==> config.mk <==
export PLATFORM = sky130hd
export DESIGN_NAME = fobuf_ctrl
export DESIGN_NICKNAME = d
export VERILOG_FILES = /design/src/rtl/fobuf_pkg.sv /design/src/rtl/fobuf_src.sv /design/src/rtl/fobuf_store.sv /design/src/rtl/fobuf_irq.sv /design/src/rtl/fobuf_ctrl.sv
export SDC_FILE = /design/constraint.sdc
export NUM_CORES = 1
export LEC_CHECK = 0
export BUFFER_PORTS_ARGS = -buffer_cell sky130_fd_sc_hd__buf_2
export CELL_PAD_IN_SITES_DETAIL_PLACEMENT = 1
export CELL_PAD_IN_SITES_GLOBAL_PLACEMENT = 2
export CORE_MARGIN = 2
export CORE_UTILIZATION = 28
export DETAILED_ROUTE_END_ITERATION = 6
export HOLD_SLACK_MARGIN = 0.1
export PLACE_DENSITY = 0.82
export SETUP_SLACK_MARGIN = 0.1
export SYNTH_ARGS = -nofsm -noshare
export SYNTH_HDL_FRONTEND = slang
export SYNTH_SLANG_ARGS = --single-unit
==> constraint.sdc <==
create_clock -name clk -period 1.8 [get_ports clk]
set_input_delay 0.09 -clock clk [delete_from_list [all_inputs] [get_ports clk]]
set_output_delay 0.09 -clock clk [all_outputs]
set_load 0.01 [all_outputs]
==> src/rtl/fobuf_pkg.sv <==
package fobuf_pkg;
   typedef enum logic {
      DEST_FIFO = 1'b0,
      DEST_HOST = 1'b1
   } dest_e;

   localparam int unsigned FOBUF_MAX_DW = 64;
endpackage

==> src/rtl/fobuf_src.sv <==
module fobuf_src
   import fobuf_pkg::*;
#(
   parameter int unsigned DW = 16
) (
   input  logic          clk,
   input  logic          rst_n,
   input  logic          soft_rst,
   input  logic          bypass,
   input  dest_e         dest,
   input  logic          prefill,
   input  logic          flt_valid,
   input  logic [DW-1:0] flt_data,
   input  logic          in_valid,
   input  logic [DW-1:0] in_data,
   input  logic          ob_full,
   output logic          load,
   output logic [DW-1:0] load_data,
   output logic          iovr_evt,
   output logic          hold_full
);
   logic [DW-1:0] hold_q, hold_d;
   logic          hold_full_d;

   always_comb begin
      load        = 1'b0;
      load_data   = flt_data;
      iovr_evt    = 1'b0;
      hold_full_d = hold_full;
      hold_d      = hold_q;
      if (!bypass) begin
         load      = flt_valid & ~prefill;
         load_data = flt_data;
      end else if (dest == DEST_HOST) begin
         load      = in_valid;
         load_data = in_data;
      end else if (hold_full) begin
         if (!ob_full) begin
            load        = 1'b1;
            load_data   = hold_q;
            hold_full_d = in_valid;
            if (in_valid) hold_d = in_data;
         end else if (in_valid) begin
            iovr_evt = 1'b1;
         end
      end else if (in_valid) begin
         if (!ob_full) begin
            load      = 1'b1;
            load_data = in_data;
         end else begin
            hold_full_d = 1'b1;
            hold_d      = in_data;
         end
      end
      if (soft_rst) begin
         load        = 1'b0;
         iovr_evt    = 1'b0;
         hold_full_d = 1'b0;
         hold_d      = '0;
      end
   end

   always_ff @(posedge clk or negedge rst_n) begin
      if (!rst_n) begin
         hold_full <= 1'b0;
         hold_q    <= '0;
      end else begin
         hold_full <= hold_full_d;
         hold_q    <= hold_d;
      end
   end


   prefill_drop_chk: assert property (@(posedge clk) disable iff (!rst_n)
      (!bypass && prefill) |-> !load);
endmodule

==> src/rtl/fobuf_store.sv <==
module fobuf_store
   import fobuf_pkg::*;
#(
   parameter int unsigned DW = 16
) (
   input  logic          clk,
   input  logic          rst_n,
   input  logic          soft_rst,
   input  dest_e         dest,
   input  logic          load,
   input  logic [DW-1:0] load_data,
   input  logic          fifo_ready,
   input  logic          host_rd,
   input  logic          clr_rdy,
   output logic          ob_full,
   output logic [DW-1:0] ob_data,
   output logic          rdy_flag,
   output logic          ovr_evt
);
   logic rd_seen;
   logic push_done, host_empty, empty_now;

   assign push_done  = ob_full & (dest == DEST_FIFO) & fifo_ready;
   assign host_empty = ob_full & (dest == DEST_HOST) & (rd_seen | host_rd)
                       & (~rdy_flag | clr_rdy);
   assign empty_now  = push_done | host_empty;
   assign ovr_evt    = load & ob_full & ~empty_now;

   always_ff @(posedge clk or negedge rst_n) begin
      if (!rst_n) begin
         ob_full  <= 1'b0;
         ob_data  <= '0;
         rdy_flag <= 1'b0;
         rd_seen  <= 1'b0;
      end else if (soft_rst) begin
         ob_full  <= 1'b0;
         ob_data  <= '0;
         rdy_flag <= 1'b0;
         rd_seen  <= 1'b0;
      end else if (load) begin
         ob_full  <= 1'b1;
         ob_data  <= load_data;
         rdy_flag <= 1'b1;
         rd_seen  <= 1'b0;
      end else begin
         if (empty_now)         ob_full  <= 1'b0;
         if (clr_rdy)           rdy_flag <= 1'b0;
         if (host_rd && ob_full) rd_seen <= 1'b1;
      end
   end


   fifo_drain_chk: assert property (@(posedge clk) disable iff (!rst_n)
      (push_done && !load && !soft_rst) |=> !ob_full);

   load_sets_chk: assert property (@(posedge clk) disable iff (!rst_n)
      (load && !soft_rst) |=> (ob_full && rdy_flag));

   rdy_clear_chk: assert property (@(posedge clk) disable iff (!rst_n)
      (clr_rdy && !load) |=> !rdy_flag);
endmodule

==> src/rtl/fobuf_irq.sv <==
module fobuf_irq
   import fobuf_pkg::*;
#(
   parameter bit IRQ_FLOP = 1'b0
) (
   input  logic  clk,
   input  logic  rst_n,
   input  logic  soft_rst,
   input  dest_e dest,
   input  logic  dma_sel,
   input  logic  buf_ie,
   input  logic  err_en,
   input  logic  load,
   input  logic  ovr_evt,
   input  logic  iovr_evt,
   input  logic  clr_ovr,
   input  logic  clr_iovr,
   input  logic  clr_rdy,
   input  logic  dma_ack,
   input  logic  rdy_flag,
   output logic  ovr_flag,
   output logic  iovr_flag,
   output logic  dma_req,
   output logic  irq
);
   logic irq_c;

   always_ff @(posedge clk or negedge rst_n) begin
      if (!rst_n) begin
         ovr_flag  <= 1'b0;
         iovr_flag <= 1'b0;
      end else begin
         if (ovr_evt)       ovr_flag  <= 1'b1;
         else if (clr_ovr)  ovr_flag  <= 1'b0;
         if (iovr_evt)      iovr_flag <= 1'b1;
         else if (clr_iovr) iovr_flag <= 1'b0;
      end
   end

   always_ff @(posedge clk or negedge rst_n) begin
      if (!rst_n)                                      dma_req <= 1'b0;
      else if (soft_rst)                               dma_req <= 1'b0;
      else if (load && dest == DEST_HOST && dma_sel)   dma_req <= 1'b1;
      else if (dma_ack || clr_rdy)                     dma_req <= 1'b0;
   end

   assign irq_c = (rdy_flag & (dest == DEST_HOST) & buf_ie & ~dma_sel)
                | (err_en & (ovr_flag | iovr_flag));

   generate
      if (IRQ_FLOP) begin : g_irq_reg
         always_ff @(posedge clk or negedge rst_n) begin
            if (!rst_n) irq <= 1'b0;
            else        irq <= irq_c;
         end
      end else begin : g_irq_comb
         assign irq = irq_c;
      end
   endgenerate


   ovr_sticky_chk: assert property (@(posedge clk) disable iff (!rst_n)
      (ovr_flag && !clr_ovr) |=> ovr_flag);

   dma_clear_chk: assert property (@(posedge clk) disable iff (!rst_n)
      (dma_req && dma_ack && !load) |=> !dma_req);
endmodule

==> src/rtl/fobuf_ctrl.sv <==
module fobuf_ctrl
   import fobuf_pkg::*;
#(
   parameter int unsigned DW       = 16,
   parameter bit          IRQ_FLOP = 1'b0
) (
   input  logic          clk,
   input  logic          rst_n,
   input  logic          soft_rst,
   input  logic          bypass,
   input  logic          dest_host,
   input  logic          prefill,
   input  logic          dma_sel,
   input  logic          buf_ie,
   input  logic          err_en,
   input  logic          flt_valid,
   input  logic [DW-1:0] flt_data,
   input  logic          in_valid,
   input  logic [DW-1:0] in_data,
   output logic          fifo_valid,
   output logic [DW-1:0] fifo_data,
   input  logic          fifo_ready,
   input  logic          host_rd,
   output logic [DW-1:0] host_data,
   input  logic          clr_rdy,
   input  logic          clr_ovr,
   input  logic          clr_iovr,
   input  logic          dma_ack,
   output logic          rdy_flag,
   output logic          ovr_flag,
   output logic          iovr_flag,
   output logic          dma_req,
   output logic          irq
);
   generate
      if (DW < 1 || DW > FOBUF_MAX_DW) begin : g_bad_dw
         $error("fobuf_ctrl: DW out of range");
      end
   endgenerate

   dest_e         dest;
   logic          load, iovr_evt, ovr_evt, hold_full, ob_full;
   logic [DW-1:0] load_data, ob_data;

   assign dest = dest_host ? DEST_HOST : DEST_FIFO;

   fobuf_src #(.DW(DW)) u_src (
      .clk(clk), .rst_n(rst_n), .soft_rst(soft_rst), .bypass(bypass),
      .dest(dest), .prefill(prefill), .flt_valid(flt_valid),
      .flt_data(flt_data), .in_valid(in_valid), .in_data(in_data),
      .ob_full(ob_full), .load(load), .load_data(load_data),
      .iovr_evt(iovr_evt), .hold_full(hold_full)
   );

   fobuf_store #(.DW(DW)) u_store (
      .clk(clk), .rst_n(rst_n), .soft_rst(soft_rst), .dest(dest),
      .load(load), .load_data(load_data), .fifo_ready(fifo_ready),
      .host_rd(host_rd), .clr_rdy(clr_rdy), .ob_full(ob_full),
      .ob_data(ob_data), .rdy_flag(rdy_flag), .ovr_evt(ovr_evt)
   );

   fobuf_irq #(.IRQ_FLOP(IRQ_FLOP)) u_irq (
      .clk(clk), .rst_n(rst_n), .soft_rst(soft_rst), .dest(dest),
      .dma_sel(dma_sel), .buf_ie(buf_ie), .err_en(err_en), .load(load),
      .ovr_evt(ovr_evt), .iovr_evt(iovr_evt), .clr_ovr(clr_ovr),
      .clr_iovr(clr_iovr), .clr_rdy(clr_rdy), .dma_ack(dma_ack),
      .rdy_flag(rdy_flag), .ovr_flag(ovr_flag), .iovr_flag(iovr_flag),
      .dma_req(dma_req), .irq(irq)
   );

   assign fifo_valid = ob_full & (dest == DEST_FIFO);
   assign fifo_data  = ob_data;
   assign host_data  = ob_data;


   in_ovr_chk: assert property (@(posedge clk) disable iff (!rst_n)
      (bypass && !dest_host && hold_full && ob_full && in_valid && !soft_rst)
      |=> iovr_flag);

   soft_rst_chk: assert property (@(posedge clk) disable iff (!rst_n)
      soft_rst |=> (!ob_full && !rdy_flag && !dma_req && !hold_full));

   dma_over_irq_chk: assert property (@(posedge clk) disable iff (!rst_n)
      (dma_sel && !ovr_flag && !iovr_flag) |-> !(IRQ_FLOP == 1'b0 && irq));
endmodule

==> flow_summary_export.csv, run 1 <==
group,metric,value,unit
cts,cts.htree.levels,2,
power_and_ir_drop,p_per_area,689,nW/um2
die,initial_core_util,29.1,%
finish,final_nets,346,
global_route,grt_overflow,0,
yosys,yosys_warnings,0,
detailed_routing,post_drt_wl_per_cell,15.5,um
run,drv_cap,0,
yosys,synth_cells,207,
setup_path,worstRegToRegCells,4,
placement,place_hpwl,4.51,mm
die,rows,31,
placement,portBuffers,86,
setup_path,max_stage_delay,0.47,ns
global_route,antenna_found_initial,0,
global_route,grt_max_degree,19,
power_and_ir_drop,p_leak,1.38,nW
setup_path,cp_slowest_cell,"dfrtp_2",
setup_path,crit_chain,"o21ba_1 -> o21ai_4 -> a221o_1 -> a22o_1",
finish,diodes,0,
power_and_ir_drop,net-switching-power,535,uW
detailed_routing,first_pass_iters,4,
detailed_routing,vias,1857,
yosys,ys_ff_latch,39,
yosys,syn_avg_cell_area,10.3,um2
yosys,yosys_most_used_dff,"dfrtp_1",
power_and_ir_drop,pwr-share-seq,48.6,%
detailed_routing,ant_nets,0,
global_route,grt_pass1_vias,1964,
setup_path,end_kind,"flop",
sta,relSlewSlack,68.1,%
yosys,synthArstFlopShare,100,%
setup_path,cp-startpoint,"u_store.ob_full",
die,io_pins,87,
detailed_routing,drt_wl_total,6.13,mm
cts,cts.sinks,39,
setup_path,critPathLaunchType,"flop",
detailed_routing,drt_iter0_markers,78,
placement,gp_congestion,0.828,
cts,cts-root-buf,"clkbuf_8",
setup_path,r2r_slack,0.17,ns
die,die_w,91.1,um
yosys,ys_types,36,
sta,finalSetupTns,0,ns
power_and_ir_drop,combPwrFrac,20.5,%
sta,final.min_clock_period,1.63,ns
cts,cts.clk_slew.worst_paths,0.07,ns
power_and_ir_drop,p_total,1.94,mW
cts,cts_max_path_buffers,2,
setup_path,required,1.98,ns
power_and_ir_drop,swShare,27.6,%
setup_path,timing.rr.start,"u_store.ob_full",
setup_path,path_depth,4,
sta,worst_pin_slew,0.477,ns
die,chipHeight,91.1,um
finish,area_delta_synth_final,32.3,%
sta,hold_viol_final,0,
sta,slew_viol_final,0,
cts,clk_latency,0.29,ns
cts,cts_tree,"built",
setup_path,cp-endpoint,"u_store.ob_data[3]",
sta,max_freq,0.615,GHz
setup_path,cp_data_arrival_time,1.81,ns
power_and_ir_drop,intPower,1.40,mW
yosys,ys_seq_area_share,45.9,%
detailed_routing,vias_per_cell,4.69,
hold_path,min_path_type,"in -> reg",
global_route,grt.total_usage,15.4,%
sta,finalSetupViolCount,0,
detailed_routing,drc,0,
cts,post_cts_buffers,0,
sta,rsz0062_at_grt,"no",
sta,finalCritPeriodShare,90.4,%
setup_path,critPathKind,"reg -> reg",
finish,fin_util,38.6,%
die,die_area,8300,um2
die,core,7290,um2
power_and_ir_drop,ir_drop,254,uV
setup_path,worstPathMaxFanout,16,
cts,numCtsBuffers,5,
sta,fin_skew,0.00369,ns
power_and_ir_drop,p_clk_share,30.9,%
yosys,syn_nets,256,
yosys,netlist_area,2120,um2
setup_path,path_buf_inv,0,
setup_path,cp_top_family,"compound AO/OA/AOI/OAI gates",
finish,drive_gt1_share,37.7,%
global_route,grt_pass1_wl,10.0,mm
yosys,synth-edff-count,0,
setup_path,reg2reg_to,"u_store.ob_data[3]",
status,run_status,"completed",
==> metrics by stage <==
stage / cell area [um2] / hold WS (ns) / cells / worst slack, ns
2_1_floorplan: 2120 / -0.206 / 207 / 0.221
3_3_place_gp: 2510 / 0.0373 / 369 / 0.0522
3_5_place_dp: 2510 / 0.0417 / 369 / 0.0156
4_1_cts: 2810 / 0.106 / 396 / 0.135
5_1_grt: 2810 / 0.110 / 396 / 0.122
6_report: 2810 / 0.107 / 396 / 0.173
==> power by group through the flow <==
stage / Sequential [mW] / Combinational [mW] / Clock, mW
4_1_cts: 0.942 / 0.400 / 0.613
3_3_place_gp: 0.958 / 0.360 / 0
3_5_place_dp: 0.959 / 0.363 / 0
5_1_grt: 0.949 / 0.429 / 0.660
2_1_floorplan: 0.964 / 0.212 / 0
6_report: 0.941 / 0.396 / 0.599
==> sequential cells by signal (all words and copies together), names as in the netlist <==
name              cells
u_store.ob_data      16
u_src.hold_full       1
u_store.ob_full       1
u_store.rdy_flag      1
u_irq.dma_req         1
u_irq.ovr_flag        1
u_src.hold_q         16
u_store.rd_seen       1
u_irq.iovr_flag       1
==> Yosys cell counts (all sizes together), types with 2 or more instances <==
master,instances,area (um2)
dfrtp,39,976
buf,26,204
o21ai,20,104
a21oi,19,95.1
nand2,18,67.6
a22o,16,140
a221o,15,150
and2,15,93.8
inv,8,30.0
clkbuf,4,15.0
nor2,4,22.5
nand2b,2,12.5
nor2b,2,12.5
nor3b,2,20.0
o21ba,2,20.0
o32ai,2,17.5
==> cells by family (layout without fill, tap and decap cells) <==
| family | count (synthesis) | in the layout | share of synthesized area (%) |
|---|---|---|---|
| xor+xnor | 1 | 1 | 0.766 |
| simple gates | 49 | 49 | 13.8 |
| flops | 39 | 39 | 45.9 |
| compound gates | 80 | 80 | 27.8 |
| buf+inv | 38 | 128 | 11.7 |
==> repair_timing <==
item	4_1_cts	5_1_grt
cloned	0	0
gates resized for setup	3	2
hold buffers	20	0
hold endpoints to repair	33	0
setup endpoints to repair	17	7
pin swaps	0	0
==> worst min path at each step <==
stage,from,endpoint,cells after the start,slack [ns]
3_3_place_gp,rst_n,u_irq.ovr_flag,1,0.04
3_5_place_dp,rst_n,u_irq.ovr_flag,1,0.04
5_1_grt,soft_rst,u_src.hold_q[0],2,0.11
4_1_cts,soft_rst,u_src.hold_q[14],2,0.11
2_1_floorplan,rst_n,u_irq.dma_req,0,-0.21
6_report,soft_rst,u_src.hold_q[14],2,0.11
==> layer usage <==
metal / global-route usage (%) / routed length (um)
met4: 5.43 / 106
met5: 0 / 0
met1: 19.5 / 2840
met2: 26.0 / 3000
met3: 2.90 / 177
==> area by class of cell <==
type / instances / area [um2]
Clock inverter: 1 / 5.00
Timing Repair Buffer: 113 / 683
Clock buffer: 6 / 82.6
Fill cell: 883 / 4480
Sequential cell: 39 / 978
Tap cell: 99 / 124
Multi-Input combinational cell: 130 / 908
Inverter: 8 / 30.0
==> layout by cell type (no fill, tap or decap), types with 2 or more instances in the layout <==
| cell type | netlist | final |
|---|---|---|
| o32ai_1 | 2 | 2 |
| and2_1 | 14 | 14 |
| dfrtp_2 | 0 | 2 |
| a22o_1 | 16 | 16 |
| buf_4 | 17 | 7 |
| buf_2 | 4 | 86 |
| inv_1 | 8 | 8 |
| nand2b_1 | 2 | 2 |
| nor2_1 | 3 | 3 |
| dfrtp_1 | 39 | 37 |
| a21oi_1 | 19 | 19 |
| o21ai_0 | 18 | 18 |
| a221o_1 | 15 | 15 |
| dlygate4sd3_1 | 0 | 20 |
| clkbuf_8 | 0 | 6 |
| nor2b_1 | 2 | 2 |
| nand2_1 | 18 | 18 |
No activity file was read; power rests on OpenSTA's default activity.
==> run 2, diff against run 1 <==
--- a/config.mk
+++ b/config.mk
@@ -9,11 +9,12 @@
 export CELL_PAD_IN_SITES_DETAIL_PLACEMENT = 1
 export CELL_PAD_IN_SITES_GLOBAL_PLACEMENT = 2
 export CORE_MARGIN = 2
-export CORE_UTILIZATION = 28
+export CORE_UTILIZATION = 29
 export DETAILED_ROUTE_END_ITERATION = 6
 export HOLD_SLACK_MARGIN = 0.1
 export PLACE_DENSITY = 0.82
 export SETUP_SLACK_MARGIN = 0.1
 export SYNTH_ARGS = -nofsm -noshare
 export SYNTH_HDL_FRONTEND = slang
+export SYNTH_HIERARCHICAL = 1
 export SYNTH_SLANG_ARGS = --single-unit
==> run 2 against run 1 <==
Cell count up 0.51%; area after synthesis rose by 2.4%; non-clock buffer count rose by 10; highest routed layer unchanged; core utilization is 3.0 points higher; wire length is 6.4% higher; critical endpoint is now u_store/ob_data[11]; largest cell class is now multi-input gates; largest power group unchanged; maximum frequency shrank 0.92%; clock skew is 0.0065 ns higher.
==> flow_summary_export.csv, run 2 <==
group,metric,value,unit
power_and_ir_drop,ir_drop,231,uV
placement,portBuffers,86,
sta,finalSetupTns,0,ns
yosys,syn_nets,246,
placement,place_hpwl,4.39,mm
global_route,grt_max_degree,25,
cts,cts_tree,"built",
sta,finalCritPeriodShare,91.2,%
sta,hold_viol_final,0,
finish,final_nets,347,
detailed_routing,drt_iter0_markers,81,
yosys,synth_top_cell_area_share,44.9,%
finish,layout_commonest_cell,"buf_2",
cts,cts.clk_slew.worst_paths,0.09,ns
power_and_ir_drop,p_leak,1.55,nW
yosys,yosys_most_used_dff,"dfrtp_1",
die,io_pins,87,
cts,cts-root-buf,"clkbuf_8",
yosys,yosys_warnings,6,
detailed_routing,first_pass_iters,4,
setup_path,r2r_slack,0.16,ns
power_and_ir_drop,p_per_area,696,nW/um2
global_route,met3_usage,2.17,%
finish,fin_util,41.5,%
cts,cts_max_path_buffers,2,
run,drv_cap,0,
global_route,grt-busiest-layer,"met2",
hold_path,hold_depth,4,
yosys,synth_cells,197,
sta,rsz0062_at_grt,"yes",
detailed_routing,vias,1934,
placement,gp_congestion,0.734,
cts,cts.htree.levels,2,
setup_path,worstPathMaxFanout,6,
power_and_ir_drop,p_total,2.10,mW
sta,max_freq,0.609,GHz
global_route,grt_pass1_wl,10.4,mm
die,rows,31,
sta,relSlewSlack,67.6,%
finish,diodes,0,
sta,fin_skew,0.0102,ns
yosys,synth.area.top_cells,"dfrtp_1, mux2i_1, buf_4",
hold_path,hold_path.startpoint,"flt_data[7]",
cts,clk_latency,0.30,ns
finish,layout_common_cells,"buf_2, dfrtp_1, dlygate4sd3_1",
yosys,synth.most_common_cell,"dfrtp_1",
placement,post-place-ws,0.0102,ns
die,die_w,90.6,um
global_route,grt_overflow,0,
yosys,netlist_top_cells_count,"dfrtp_1, nor2_1, buf_4",
sta,slew_viol_final,0,
cts,numCtsBuffers,5,
detailed_routing,drt_wl_total,6.53,mm
detailed_routing,post_drt_wl_per_cell,16.4,um
die,die_area,8210,um2
global_route,grt_pass1_vias,2005,
die,core,7250,um2
global_route,grt_use_met2,26.5,%
setup_path,reg2reg_to,"u_store/ob_data[11]",
hold_path,hold_end,"u_store/ob_data[7]",
yosys,yosysTopAreaCell,"dfrtp_1",
setup_path,end_kind,"flop",
setup_path,cp_data_arrival_time,1.81,ns
sta,fin_ws,0.158,ns
finish,drive_gt1_share,43.5,%
detailed_routing,ant_nets,0,
yosys,ys_seq_area_share,44.9,%
finish,reg_top3,"u_src/hold_q (16), u_store/ob_data (16)",
die,initial_core_util,30.0,%
global_route,antenna_found_initial,0,
setup_path,required,1.97,ns
global_route,use_met1,20.3,%
cts,cts.sinks,39,
yosys,synthArstFlopShare,100,%
setup_path,worstRegToRegCells,6,
global_route,grt.total_usage,15.8,%
yosys,syn_avg_cell_area,11.0,um2
yosys,synth-edff-count,0,
yosys,netlist_area,2170,um2
detailed_routing,vias_per_cell,4.86,
yosys,ys_types,41,
finish,fillers,867,
setup_path,critPathLaunchType,"flop",
hold_path,min_path_type,"in -> reg",
setup_path,timing.rr.start,"u_store/ob_full",
yosys,ys_ff_latch,39,
die,chipHeight,90.6,um
finish,area_delta_synth_final,38.5,%
detailed_routing,drc,0,
setup_path,critPathKind,"reg -> reg",
sta,worst_pin_slew,0.484,ns
sta,final.min_clock_period,1.64,ns
status,run_status,"completed",
sta,finalSetupViolCount,0,
[run 2: how the worst max path moves through the flow]
stage | from | to | slack [ns] | cells past startpoint
final | u_store/ob_full | u_store/ob_data[11] | 0.16 | 6
after global routing | u_store/ob_full | u_store/ob_data[12] | 0.08 | 6
after floorplan | u_store/ob_full | u_store/ob_data[0] | 0.10 | 8
after CTS | u_store/ob_full | u_store/ob_data[11] | 0.13 | 6
after global placement | u_store/ob_full | u_src/hold_q[9] | 0.07 | 4
after detailed placement | u_store/ob_full | u_src/hold_q[8] | 0.01 | 4
[run 2: what timing repair did]
action | 4_1_cts | 5_1_grt
setup endpoints to repair | 30 | 23
pin swaps | 0 | 2
hold endpoints to repair | 36 | 0
buffers inserted | 2 | 0
hold buffers | 23 | 0
resized for setup | 4 | 9
gates cloned | 0 | 1
[run 2: routing by layer]
layer	part of all wire [%]	vias to the layer above
li1	-	904
met1	45	966
met2	50	54
met3	4.0	10
met4	1.8	0
met5	0	-
[run 2: per-stage QoR]
step	hold WS [ns]	cells	cell area (um2)
global route	0.185	398	3010
finish	0.167	398	3010
global placement	0.0312	364	2610
floorplan	-0.206	197	2170
detailed placement	0.0310	364	2610
CTS	0.165	397	2980
[run 2: kinds of logic (layout without fill, tap and decap cells)]
| kind of cell | after synthesis | count (layout) | synth area share [%] |
|---|---|---|---|
| and+or+nand+nor | 53 | 53 | 15.4 |
| AOI/OAI and AO/OA | 51 | 51 | 20.3 |
| DFF | 39 | 39 | 44.9 |
| buffers and inverters | 37 | 139 | 11.4 |
| muxes | 16 | 16 | 7.36 |
| xor gates and xnor gates | 1 | 1 | 0.748 |
[run 2: final cells by class]
cell class	instances	area, um2	share of cell area [%]
Clock inverter	3	43.8	1.45
Tap cell	99	124	4.11
Clock buffer	5	68.8	2.29
Sequential cell	39	977	32.4
Inverter	8	30.0	0.997
Timing Repair Buffer	123	781	25.9
Multi-Input combinational cell	121	987	32.8
[run 2: critical path: stages, from the launching register on]
cell and delay, ns:
dfrtp_2 0.45, o21ba_2 0.26, o21ai_2 0.09, buf_6 0.16, a221o_1 0.33, mux2i_1 0.14
nor2_1 0.06
[run 2: power by group]
group / leakage, nW / switching (mW) / internal, mW
sequential: 0.536 / 0.0231 / 0.905
combinational: 0.951 / 0.205 / 0.207
clock: 0.0581 / 0.343 / 0.413
